**src/rtl/synth_ld_pkg.sv**
```systemverilog
package synth_ld_pkg;

    localparam int REF_W  = 17;
    localparam int CMP_W  = 18;
    localparam int PFX_W  = 3;
    localparam int CTL_W  = 2;
    localparam int SR_W   = PFX_W + CMP_W + CTL_W;
    localparam int SYNC_N = 2;

    localparam logic [CTL_W-1:0] CTL_REF = 2'b11;
    localparam logic [CTL_W-1:0] CTL_CMP = 2'b01;

    typedef enum logic [1:0] {
        TGT_NONE = 2'd0,
        TGT_REF  = 2'd1,
        TGT_CMP  = 2'd2
    } target_e;

    typedef struct packed {
        logic [PFX_W-1:0] prefix;
        logic [CMP_W-1:0] word;
        logic [CTL_W-1:0] ctl;
    } frame_t;

    typedef struct packed {
        logic le;
        logic sclk;
        logic sdata;
    } serial_t;

    function automatic target_e decode_target(input logic [CTL_W-1:0] ctl);
        target_e t;
        case (ctl)
            CTL_REF: t = TGT_REF;
            CTL_CMP: t = TGT_CMP;
            default: t = TGT_NONE;
        endcase
        return t;
    endfunction

endpackage

```
**src/rtl/sld_sync.sv**
```systemverilog
module sld_sync #(
    parameter int W      = 3,
    parameter int STAGES = 2
) (
    input  logic         clk,
    input  logic         rst,
    input  logic [W-1:0] d,
    output logic [W-1:0] q
);
    logic [W-1:0] st [STAGES];

    genvar g;
    generate
        for (g = 0; g < STAGES; g++) begin : g_stage
            if (g == 0) begin : g_first
                always_ff @(posedge clk) begin
                    if (rst) st[0] <= '0;
                    else     st[0] <= d;
                end
            end else begin : g_next
                always_ff @(posedge clk) begin
                    if (rst) st[g] <= '0;
                    else     st[g] <= st[g-1];
                end
            end
        end
    endgenerate

    assign q = st[STAGES-1];
endmodule

```
**src/rtl/sld_shifter.sv**
```systemverilog
module sld_shifter #(
    parameter int W = synth_ld_pkg::SR_W
) (
    input  logic         clk,
    input  logic         rst,
    input  logic         shift_en,
    input  logic         bit_in,
    output logic [W-1:0] q
);
    always_ff @(posedge clk) begin
        if (rst)           q <= '0;
        else if (shift_en) q <= {q[W-2:0], bit_in};
    end
endmodule

```
**src/rtl/sld_decoder.sv**
```systemverilog
module sld_decoder
    import synth_ld_pkg::*;
(
    input  frame_t           frame,
    input  logic             load_ok,
    output logic             ref_we,
    output logic             cmp_we,
    output logic [REF_W-1:0] ref_d,
    output logic [CMP_W-1:0] cmp_d,
    output logic             prefix_bad
);
    target_e tgt;

    always_comb begin
        tgt        = decode_target(frame.ctl);
        ref_we     = load_ok && (tgt == TGT_REF);
        cmp_we     = load_ok && (tgt == TGT_CMP);
        ref_d      = frame.word[REF_W-1:0];
        cmp_d      = frame.word;
        prefix_bad = |frame.prefix;
    end
endmodule

```
**src/rtl/sld_hold.sv**
```systemverilog
module sld_hold #(
    parameter int W = 17
) (
    input  logic         clk,
    input  logic         rst,
    input  logic         we,
    input  logic [W-1:0] d,
    output logic [W-1:0] q,
    output logic         valid
);
    always_ff @(posedge clk) begin
        if (rst) begin
            q     <= '0;
            valid <= 1'b0;
        end else if (we) begin
            q     <= d;
            valid <= 1'b1;
        end
    end
endmodule

```
**src/rtl/synth_serial_loader.sv**
```systemverilog
module synth_serial_loader
    import synth_ld_pkg::*;
(
    input  logic             clk,
    input  logic             rst,
    input  logic             ser_clk,
    input  logic             ser_data,
    input  logic             ser_le,
    output logic [REF_W-1:0] ref_word,
    output logic             ref_valid,
    output logic [CMP_W-1:0] cmp_word,
    output logic             cmp_valid,
    output logic             prefix_err
);
    serial_t          raw_s;
    serial_t          sync_s;
    logic             sclk_prev;
    logic             shift_en;
    logic             load_ok;
    logic [SR_W-1:0]  sr_q;
    frame_t           frame;
    logic             ref_we;
    logic             cmp_we;
    logic [REF_W-1:0] ref_d;
    logic [CMP_W-1:0] cmp_d;
    logic             prefix_bad;

    assign raw_s = '{le: ser_le, sclk: ser_clk, sdata: ser_data};

    sld_sync #(.W($bits(serial_t)), .STAGES(SYNC_N)) i_sync (
        .clk (clk),
        .rst (rst),
        .d   (raw_s),
        .q   (sync_s)
    );

    always_ff @(posedge clk) begin
        if (rst) sclk_prev <= 1'b0;
        else     sclk_prev <= sync_s.sclk;
    end

    assign shift_en = sync_s.sclk && !sclk_prev;
    assign load_ok  = sync_s.le && !sync_s.sclk && !sync_s.sdata;

    sld_shifter #(.W(SR_W)) i_shift (
        .clk      (clk),
        .rst      (rst),
        .shift_en (shift_en),
        .bit_in   (sync_s.sdata),
        .q        (sr_q)
    );

    assign frame = frame_t'(sr_q);

    sld_decoder i_dec (
        .frame      (frame),
        .load_ok    (load_ok),
        .ref_we     (ref_we),
        .cmp_we     (cmp_we),
        .ref_d      (ref_d),
        .cmp_d      (cmp_d),
        .prefix_bad (prefix_bad)
    );

    sld_hold #(.W(REF_W)) i_ref (
        .clk   (clk),
        .rst   (rst),
        .we    (ref_we),
        .d     (ref_d),
        .q     (ref_word),
        .valid (ref_valid)
    );

    sld_hold #(.W(CMP_W)) i_cmp (
        .clk   (clk),
        .rst   (rst),
        .we    (cmp_we),
        .d     (cmp_d),
        .q     (cmp_word),
        .valid (cmp_valid)
    );

    always_ff @(posedge clk) begin
        if (rst)         prefix_err <= 1'b0;
        else if (cmp_we) prefix_err <= prefix_bad;
    end
endmodule

```
**config.mk**
```make
export PLATFORM = sky130hd
export DESIGN_NAME = synth_serial_loader
export DESIGN_NICKNAME = d
export VERILOG_FILES = /design/src/rtl/synth_ld_pkg.sv /design/src/rtl/sld_sync.sv /design/src/rtl/sld_shifter.sv /design/src/rtl/sld_decoder.sv /design/src/rtl/sld_hold.sv /design/src/rtl/synth_serial_loader.sv
export SDC_FILE = /design/constraint.sdc
export NUM_CORES = 1
export LEC_CHECK = 0
export ABC_AREA = 1
export ABC_CLOCK_PERIOD_IN_PS = 1540
export BUFFER_PORTS_ARGS = -buffer_cell sky130_fd_sc_hd__buf_2
export CAP_MARGIN = 20
export CORE_ASPECT_RATIO = 0.5
export CORE_MARGIN = 4
export CORE_UTILIZATION = 55
export CTS_CLUSTER_DIAMETER = 120
export DETAILED_ROUTE_END_ITERATION = 16
export HOLD_SLACK_MARGIN = 0.12
export PLACE_DENSITY = 0.81
export SLEW_MARGIN = 5
export SYNTH_ARGS = -nofsm -noshare
export SYNTH_HDL_FRONTEND = slang
export SYNTH_SLANG_ARGS = --single-unit
```
**constraint.sdc**
```tcl
create_clock -name clk -period 1.54 [get_ports clk]
set_input_delay 0.308 -clock clk [delete_from_list [all_inputs] [get_ports clk]]
set_output_delay 0.308 -clock clk [all_outputs]
set_load 0.05 [all_outputs]
```
==> results of run 1 <==
==> layer usage <==
layer  up-vias  track usage [%]  part of all wire, %
met5         -                0                    0
li1       1153                -                    -
met3        16             7.69                  4.3
met2        42             34.9                   50
met4         0             8.97                  2.6
met1       995             20.8                   43
==> area by class of cell <==
cell class                 count  area share, %
clock buffer                  12           5.35
clock inverter                 4           2.27
inverter                      53           6.45
multi-input combinational    209           30.0
sequential                    68           44.1
tap                           66           2.68
timing repair buffer          50           9.16
==> synthesized netlist by cell type <==
library cell,instances,share of area [%]
dfxtp_1,68,52
clkbuf_1,3,0.43
inv_2,3,0.43
nand2_2,1,0.24
nor2_1,81,12
nand3_2,1,0.38
inv_1,50,7.2
buf_6,2,0.87
a21oi_1,24,4.6
o21ai_0,20,3.8
nor2_8,1,0.77
nand3_1,2,0.38
buf_2,14,2.7
buf_4,1,0.29
o21ai_1,3,0.58
clkbuf_2,1,0.19
nor2_4,1,0.43
nand2_1,56,8.1
nand4_1,18,4.3
nor2_2,1,0.24
==> flip-flops by register name, indices dropped and copies added (netlist names) <==
signal and count:
i_shift.q 23, i_cmp.q 18, i_ref.q 17, i_sync.st 6, i_cmp.valid 1, i_ref.valid 1
prefix_err 1, sclk_prev 1
==> power breakdown <==
| part | total [uW] | switching (uW) | internal, uW |
|---|---|---|---|
| Sequential | 1830 | 28.3 | 1800 |
| Combinational | 202 | 141 | 61.1 |
| Clock | 1680 | 643 | 1040 |
| Total | 3710 | 812 | 2900 |
==> per-stage QoR <==
stage | setup WS (ns) | instances | total power (uW)
floorplan | 0.465 | 351 | 2020
global placement | 0.404 | 446 | 2050
detailed placement | 0.321 | 446 | 2070
CTS | 0.242 | 462 | 3730
global route | 0.112 | 462 | 3850
finish | 0.265 | 462 | 3710
==> logic make-up (layout without fill, tap and decap cells) <==
| logic type | Yosys count | count (layout) | synth area share (%) |
|---|---|---|---|
| buf+inv | 74 | 119 | 12.1 |
| compound gates | 47 | 47 | 9.04 |
| simple gates | 162 | 162 | 26.5 |
| flops | 68 | 68 | 52.3 |
==> final timing paths <==
kind / start / end / slack (ns)
worst max-delay path: i_cmp.q[9] / cmp_word[9] / 0.26
worst min-delay path: ser_le / i_sync.st[0][2] / 0.16
worst max register to register: i_shift.q[0] / i_cmp.q[9] / 0.27
worst min register to register: i_sync.st[0][2] / i_sync.st[1][2] / 0.40
==> run summary, run 1 <==
CP top delay family - flip-flops
Ratio of cells with drive above 1 in the final layout - 18.7%
Initial core utilization - 58.0%
Critical path cell sequence - buf_2
Crit end category - output port
Status - complete, no violations
Final setup fails - 0
Peak supply drop - 744 uV
Unique cell type count in the Yosys netlist - 20
Hold Violations, Final - 0
Crit. path cell count - 1
Mapped Cells - 351
Seq/Total Area, Yosys - 52.3%
Fmax - 784 MHz
DR WL/cell - 11.6 um
Die span in x - 105 um
Slew @ Worst Pin - 0.403 ns
FP Rows - 17
Die area - 5960 um2
Maximum number of pins on one net before global-route repair - 47
Slew Viols, Final - 0
Final period utilization - 82.8%
RSZ-0062 raised after global routing - no
Root buffer cell - clkbuf_8
Register area - 1360 um2
CP Class - flop to output port
DRT iter0 DRCs - 148
Post-CTS setup buffer count - 0
Tightest Hold Check Type - primary input to flop
Io pins - 43
Final clock skew - 0.00777 ns
Critical Path Source Type - flop
Post-route ant nets - 0
Buf/Inv on CP - 1
Crit-path slowest cell - dfxtp_1
Yosys warnings - 0
Cts bufs inserted - 9
Post-synthesis area per instance - 7.41 um2
Hold buffers post-CTS - 0
Flop and latch count out of synthesis - 68
CTS clk-pin slew, worst paths - 0.07 ns
GRT Util Overall - 19.7%
Final nets - 396
Port bufs - 42
Gr ovfl total - 0
Power per cell area - 1200 nW/um2
Number of global-route vias before repair - 2120
Ant diodes - 0
Total iterations of the first detailed-routing run - 5
Vias per cell - 4.77
CP max FO - 2
Crit path DAT - 0.97 ns
Final WL - 5340 um
Clk sink count - 68
HPWL after DPL - 3490 um
Max-Cap Viols - 0
Static Leak - 0.00154 uW
Die height - 56.6 um
Most common cell after layout, fill and taps aside - nor2_1
Worst skew pair latency - 0.35 ns
Worst-case clock buffer depth - 2
TNS Setup - 0 ns
Slew Limit Headroom - 73.1%
Number of fill cells - 360
Core Area - 4490 um2
Hold Path Stages - 3
CTS H-tree lvls - 3
Fin util - 68.8%
Worst path required time - 1.23 ns
Max incr delay on CP - 0.35 ns
Initial antenna violation count - 0
Min Tclk post-route - 1.28 ns
Finished Cell Area - 3090 um2
Post_cts resized - 0
Most frequent cells in the layout - nor2_1 (81), dfxtp_1 (68), nand2_1 (56)
Synth Cell Area - 2600 um2
Gpl congestion - 0.797
Area growth syn-to-layout - 18.6%
First-pass GRT wire length - 9240 um
WHS - 0.162 ns
Mapped Nets - 356
Post-DP Area - 2850 um2
Area of the multi-input gates - 926 um2
DRC Markers - 0
Register-to-Register Path Depth - 6
CTS tree - built
Via count - 2206
Note: power is estimated with default switching activity, not from simulation.
==> run 2: changes to the inputs <==
- ABC_CLOCK_PERIOD_IN_PS: 1540 -> 1300
- clock period: 1.54 -> 1.3 ns (I/O delays scaled with it)
==> run 2 against run 1 <==
Compared with the run above: global-route usage fell by 2.1 points; non-clock buffer count up 3; worst hold slack gained 0.11 ns; sequential cell count unchanged; die area is the same; clock skew hardly changed; setup slack worse by 0.18 ns; critical path depth unchanged.
==> run summary, run 2 (synthesized netlist as in run 1, its figures left out) <==
Initial core utilization - 58.0% (unchanged)
Final clock skew - 0.00793 ns (+0.000160 ns)
TNS Setup - 0 ns (unchanged)
WHS - 0.270 ns (+0.109 ns)
Clk sink count - 68 (unchanged)
Total iterations of the first detailed-routing run - 4 (-1)
Fmax - 822 MHz
Most common cell after layout, fill and taps aside - nor2_1
DRC Markers - 0 (unchanged)
Number of global-route vias before repair - 2027 (-4.4%)
Peak supply drop - 679 uV (-8.8%)
Via count - 2232 (+1.2%)
Die height - 56.6 um (unchanged)
Post-route ant nets - 0 (unchanged)
CTS clk-pin slew, worst paths - 0.07 ns (about the same)
Crit path DAT - 0.96 ns (about the same)
Vias per cell - 4.79 (+0.31%)
Static Leak - 0.00155 uW (+0.12%)
Max reg flops - 23 (unchanged)
Max incr delay on CP - 0.35 ns (about the same)
Routed wl met2 - 2600 um (-1.5%)
Most frequent cells in the layout - nor2_1 (81), dfxtp_1 (68), nand2_1 (56)
DRT iter0 DRCs - 108 (-27%)
Final setup fails - 0 (unchanged)
Final nets - 400 (+1.0%)
Critical path cell sequence - buf_2
Slew @ Worst Pin - 0.268 ns (-0.135 ns)
GRT Util Overall - 17.5% (-2.1 points)
CP Class - flop to output port
Port bufs - 42 (unchanged)
Max layer used - met4
CTS tree - built
M1 WL - 2080 um (-10%)
Slew Limit Headroom - 82.1% (+9.0 points)
Power per cell area - 1310 nW/um2 (+8.9%)
CP max FO - 2 (unchanged)
Io pins - 43 (unchanged)
Worst skew pair latency - 0.34 ns (about the same)
Ratio of cells with drive above 1 in the final layout - 18.5% (-0.19 points)
Post-CTS setup buffer count - 0 (unchanged)
DR WL/cell - 10.9 um (-5.9%)
WL met3 - 312 um (+35%)
First-pass GRT wire length - 8390 um (-9.2%)
Status - complete, no violations
Die area - 5960 um2 (unchanged)
FP Rows - 17 (unchanged)
Gpl congestion - 0.772 (-3.1%)
Hold Violations, Final - 0 (unchanged)
Root buffer cell - clkbuf_8
Min Tclk post-route - 1.22 ns
Cts bufs inserted - 9 (unchanged)
Core Area - 4490 um2 (unchanged)
Final period utilization - 93.5%
Ant diodes - 0 (unchanged)
Slew Viols, Final - 0 (unchanged)
Critical Path Source Type - flop
RSZ-0062 raised after global routing - yes
Gr ovfl total - 0 (unchanged)
Overall power - 4080 uW (+9.9%)
Area growth syn-to-layout - 19.7%
HPWL after DPL - 3420 um (-2.0%)
CP top delay family - flip-flops
Tightest Hold Check Type - primary input to flop
Worst-case clock buffer depth - 2 (unchanged)
Final WL - 5070 um (-5.1%)
Initial antenna violation count - 0 (unchanged)
Buf/Inv on CP - 1 (unchanged)
Top reg by flops - i_shift.q
Flop2flop setup slack - 0.11 ns (-0.16 ns)
Max-Cap Viols - 0 (unchanged)
Die span in x - 105 um (unchanged)
CTS H-tree lvls - 3 (unchanged)
Worst path required time - 1.04 ns (-0.19 ns)
Crit end category - output port
Fin util - 69.4% (+0.61 points)
Top Registers - i_shift.q (23), i_cmp.q (18), i_ref.q (17)
Maximum number of pins on one net before global-route repair - 60 (+28%)
Crit-path slowest cell - dfxtp_1
==> run 2: cell count changes in the layout (fill, tap and decap cells not counted), moves of 2 or more <==
cell / previous run / this run
buf_12: 1 / 3
dlygate4sd3_1: 0 / 3
clkinv_4: 0 / 2
buf_4: 7 / 4
clkbuf_8: 12 / 9
==> run 2: layer usage <==
layer | up-vias | track usage, %
met5 | - | 0
met1 | 1015 | 17.7
met3 | 8 | 7.81
met4 | 0 | 6.36
met2 | 46 | 32.2
li1 | 1163 | -
==> run 2: repair_timing <==
item                       CTS  global route
hold endpoints to repair     3             0
hold buffers                 3             0
setup endpoints to repair    0             2
resized for setup            0             1
==> run 2: stage by stage <==
stage               std cells  setup WS [ns]  instance area, um2
floorplan                 351          0.225                2600
global placement          446          0.210                2880
detailed placement        446          0.113                2880
CTS                       465         0.0639                3100
global route              466       -0.00539                3110
finish                    466         0.0841                3110
==> run 2: where the power goes <==
part	internal [uW]	switching, uW	total (uW)
Combinational	83.4	166	249
Sequential	2130	34.2	2170
Clock	885	779	1660
==> run 2: worst paths after layout <==
| kind | start | end | cells after the start |
|---|---|---|---|
| min reg2reg | i_sync.st[0][1] | i_sync.st[1][1] | 2 |
| min | rst | i_sync.st[0][0] | 3 |
| max reg2reg | i_sync.st[1][0] | i_cmp.q[5] | 5 |
| max | i_ref.q[1] | ref_word[1] | 1 |
==> run 2: cell type report <==
class / instances / area (um2)
Tap cell: 66 / 82.6
Inverter: 53 / 199
Multi-Input combinational cell: 210 / 937
Fill cell: 364 / 1370
Sequential cell: 68 / 1360
Timing Repair Buffer: 53 / 342
Clock buffer: 10 / 128
Clock inverter: 6 / 65.1
==> run 2: worst register-to-register path, stage by stage, from the launching register on <==
cell     delay, ns
dfxtp_1       0.34
nor2_4        0.22
nand2_2       0.17
nor2_4        0.23
nor2_1        0.07
nor2_1        0.10
==> run 3: changes to the inputs <==
- ABC_AREA: 1 -> not set
- CORE_ASPECT_RATIO: 0.5 -> 0.75
- CORE_UTILIZATION: 55 -> 54
==> run 3 against run 2 <==
Compared with the run above: sequential cell count is the same; global-route usage increased by 1.4 points; core utilization is 2.1 points higher; first-iteration DRC count increased by 40%.
==> run summary, run 3 <==
Critical Path Source Type - flop
Worst flop-to-flop path startpoint - i_sync.st[1][0]
Top reg by flops - i_shift.q
Clk sink count - 68 (unchanged)
Final nets - 315 (-21%)
Register-to-Register Path Depth - 4 (-1)
Tightest Hold Check Type - primary input to flop
Most frequent cell after synthesis - nand2_1
Seq/Total Area, Yosys - 56.4% (+4.1 points)
Crit end category - flop
Worst skew pair latency - 0.35 ns (about the same)
Peak supply drop - 1110 uV (+63%)
Crit path launch - i_sync.st[1][0]
Asr flop ratio synth - 0% (unchanged)
Top Registers - i_shift.q (23), i_cmp.q (18), i_ref.q (17)
CP Class - flop to flop
Gr ovfl total - 0 (unchanged)
Most frequent cells in the layout - nand2_1 (98), dfxtp_1 (68), buf_2 (42)
Final WL - 4740 um (-6.5%)
Main area contributors after synthesis - dfxtp_1 (56%), nand2_1 (15%), mux2i_1 (14%)
DRT iter0 DRCs - 151 (+40%)
HPWL after DPL - 3120 um (-8.6%)
CTS H-tree lvls - 3 (unchanged)
Adder-cell share of the synthesized area - 0% (unchanged)
Area share of the largest cell type after synthesis - 56.4% (+4.1 points)
Hold Path Stages - 2 (-1)
Static Leak - 0.00126 uW (-18%)
Status - complete, no violations
Place WS - 0.0478 ns (-0.0656 ns)
Post-synthesis area per instance - 9.28 um2 (+25%)
Min Tclk post-route - 1.26 ns (+0.0425 ns)
First-pass GRT wire length - 8110 um (-3.3%)
Gpl congestion - 0.736 (-4.7%)
Ant diodes - 0 (unchanged)
Synth area leader - dfxtp_1
Total iterations of the first detailed-routing run - 4 (unchanged)
Core Area - 4180 um2 (-6.9%)
Vias per cell - 4.92 (+2.8%)
Slew Viols, Final - 0 (unchanged)
Mapped Cells - 260 (-26%)
Hold_sp - ser_le
Power per cell area - 1390 nW/um2 (+6.2%)
Die span in x - 85.2 um (-19%)
Initial core utilization - 57.8% (-0.23 points)
Post-synth EDFFs - 0 (unchanged)
XOR/XNOR Fraction of Synth Area - 0% (unchanged)
Final clock skew - 0.00953 ns (+0.00160 ns)
Main combinational cell family by area after synthesis - simple AND/OR/NAND/NOR gates
Final WS setup - 0.0416 ns (-0.0425 ns)
Worst path required time - 1.58 ns (+0.54 ns)
CTS tree - built
Synth Cell Area - 2410 um2 (-7.3%)
Die height - 65.9 um (+16%)
Number of global-route vias before repair - 1724 (-15%)
Die area - 5610 um2 (-5.8%)
Maximum number of pins on one net before global-route repair - 56 (-6.7%)
GRT Util Overall - 19.0% (+1.4 points)
Unique cell type count in the Yosys netlist - 21 (+5.0%)
Mux contribution to synthesized area - 14.1% (+14 points)
Synth Area in Compound Gates - 6.12% (-2.9 points)
Post-Synth Simple-Gate Area - 19.6% (-6.9 points)
Root buffer cell - clkbuf_8
Hold Violations, Final - 0 (unchanged)
Ratio of cells with drive above 1 in the final layout - 22.9% (+4.4 points)
Slew @ Worst Pin - 0.300 ns (+0.0322 ns)
TNS Setup - 0 ns (unchanged)
Via count - 1821 (-18%)
Max-Cap Viols - 0 (unchanged)
Mapped Nets - 265 (-26%)
Initial antenna violation count - 0 (unchanged)
Area growth syn-to-layout - 23.8%
CTS clk-pin slew, worst paths - 0.07 ns (about the same)
Final period utilization - 96.8% (+3.3 points)
Post_cts resized - 0 (unchanged)
Final setup fails - 0 (unchanged)
Flop and latch count out of synthesis - 68 (unchanged)
Port bufs - 42 (unchanged)
WHS - 0.131 ns (-0.139 ns)
FP Rows - 20 (+3)
Io pins - 43 (unchanged)
Most common cell after layout, fill and taps aside - nand2_1
DR WL/cell - 12.8 um (+18%)
Max reg flops - 23 (unchanged)
Fmax - 795 MHz (-3.4%)
Synth Flop Type - dfxtp_1
CP max FO - 10 (+8)
Post-route ant nets - 0 (unchanged)
RSZ-0062 raised after global routing - yes
Slew Limit Headroom - 80.0% (-2.1 points)
Yosys warnings - 0 (unchanged)
Cts bufs inserted - 9 (unchanged)
DRC Markers - 0 (unchanged)
Crit path DAT - 1.54 ns (+0.58 ns)
Most frequent cells after synthesis - nand2_1 (98), dfxtp_1 (68), mux2i_1 (34)
Worst-case clock buffer depth - 2 (unchanged)
-- run 3: stage by stage --
stage	total power, uW	cells	utilization [%]	cell area (um2)
6_report	4160	370	71.5	2990
5_1_grt	4300	370	71.5	2990
4_1_cts	4200	370	71.5	2990
3_5_place_dp	2230	352	65.4	2730
3_3_place_gp	2230	352	65.4	2730
2_1_floorplan	2200	260	-	2420
-- run 3: worst paths after layout --
path         slack [ns]               to
min                0.13  i_sync.st[0][2]
max reg2reg        0.04       i_ref.q[4]
max                0.04       i_ref.q[4]
min reg2reg        0.44  i_sync.st[1][0]
-- run 3: metal layers --
| metal | up-vias | share of wire [%] | GRT usage [%] |
|---|---|---|---|
| li1 | 940 | - | - |
| met1 | 830 | 46 | 22.5 |
| met2 | 44 | 46 | 30.1 |
| met3 | 7 | 7.5 | 7.10 |
| met4 | 0 | 1.2 | 9.49 |
| met5 | - | 0 | 0 |
-- run 3: area by class of cell --
| cell class | instances | area, um2 |
|---|---|---|
| tap | 55 | 68.8 |
| multi-input combinational | 175 | 961 |
| timing repair buffer | 54 | 355 |
| clock buffer | 11 | 151 |
| fill | 332 | 1190 |
| sequential | 68 | 1360 |
| clock inverter | 5 | 83.8 |
| inverter | 2 | 7.51 |
-- run 3: critical path, cell delays in order (launching register included) --
cell and delay (ns):
dfxtp_1 0.31, and4bb_4 0.36, and2_4 0.18, buf_12 0.14, mux2i_1 0.19
-- run 3: where the power goes --
part | internal, uW | total [uW] | leakage, uW | switching (uW)
clock network | 1190 | 1970 | 0.000112 | 783
registers | 2090 | 2090 | 0.000549 | 2.87
logic | 32.2 | 94.9 | 0.000604 | 62.6
total | 3310 | 4160 | 0.00126 | 848
-- run 3: timing repair --
action | 4_1_cts | 5_1_grt
buffers inserted | 0 | 0
hold buffers | 2 | 0
setup endpoints to repair | 0 | 6
endpoints found under the hold margin | 2 | 0
-- run 3: cell families (layout without fill, tap and decap cells) --
family / after synthesis / in the layout
buffers and inverters: 17 / 72
muxes: 34 / 34
AOI/OAI and AO/OA: 28 / 28
and+or+nand+nor: 113 / 113
DFF: 68 / 68
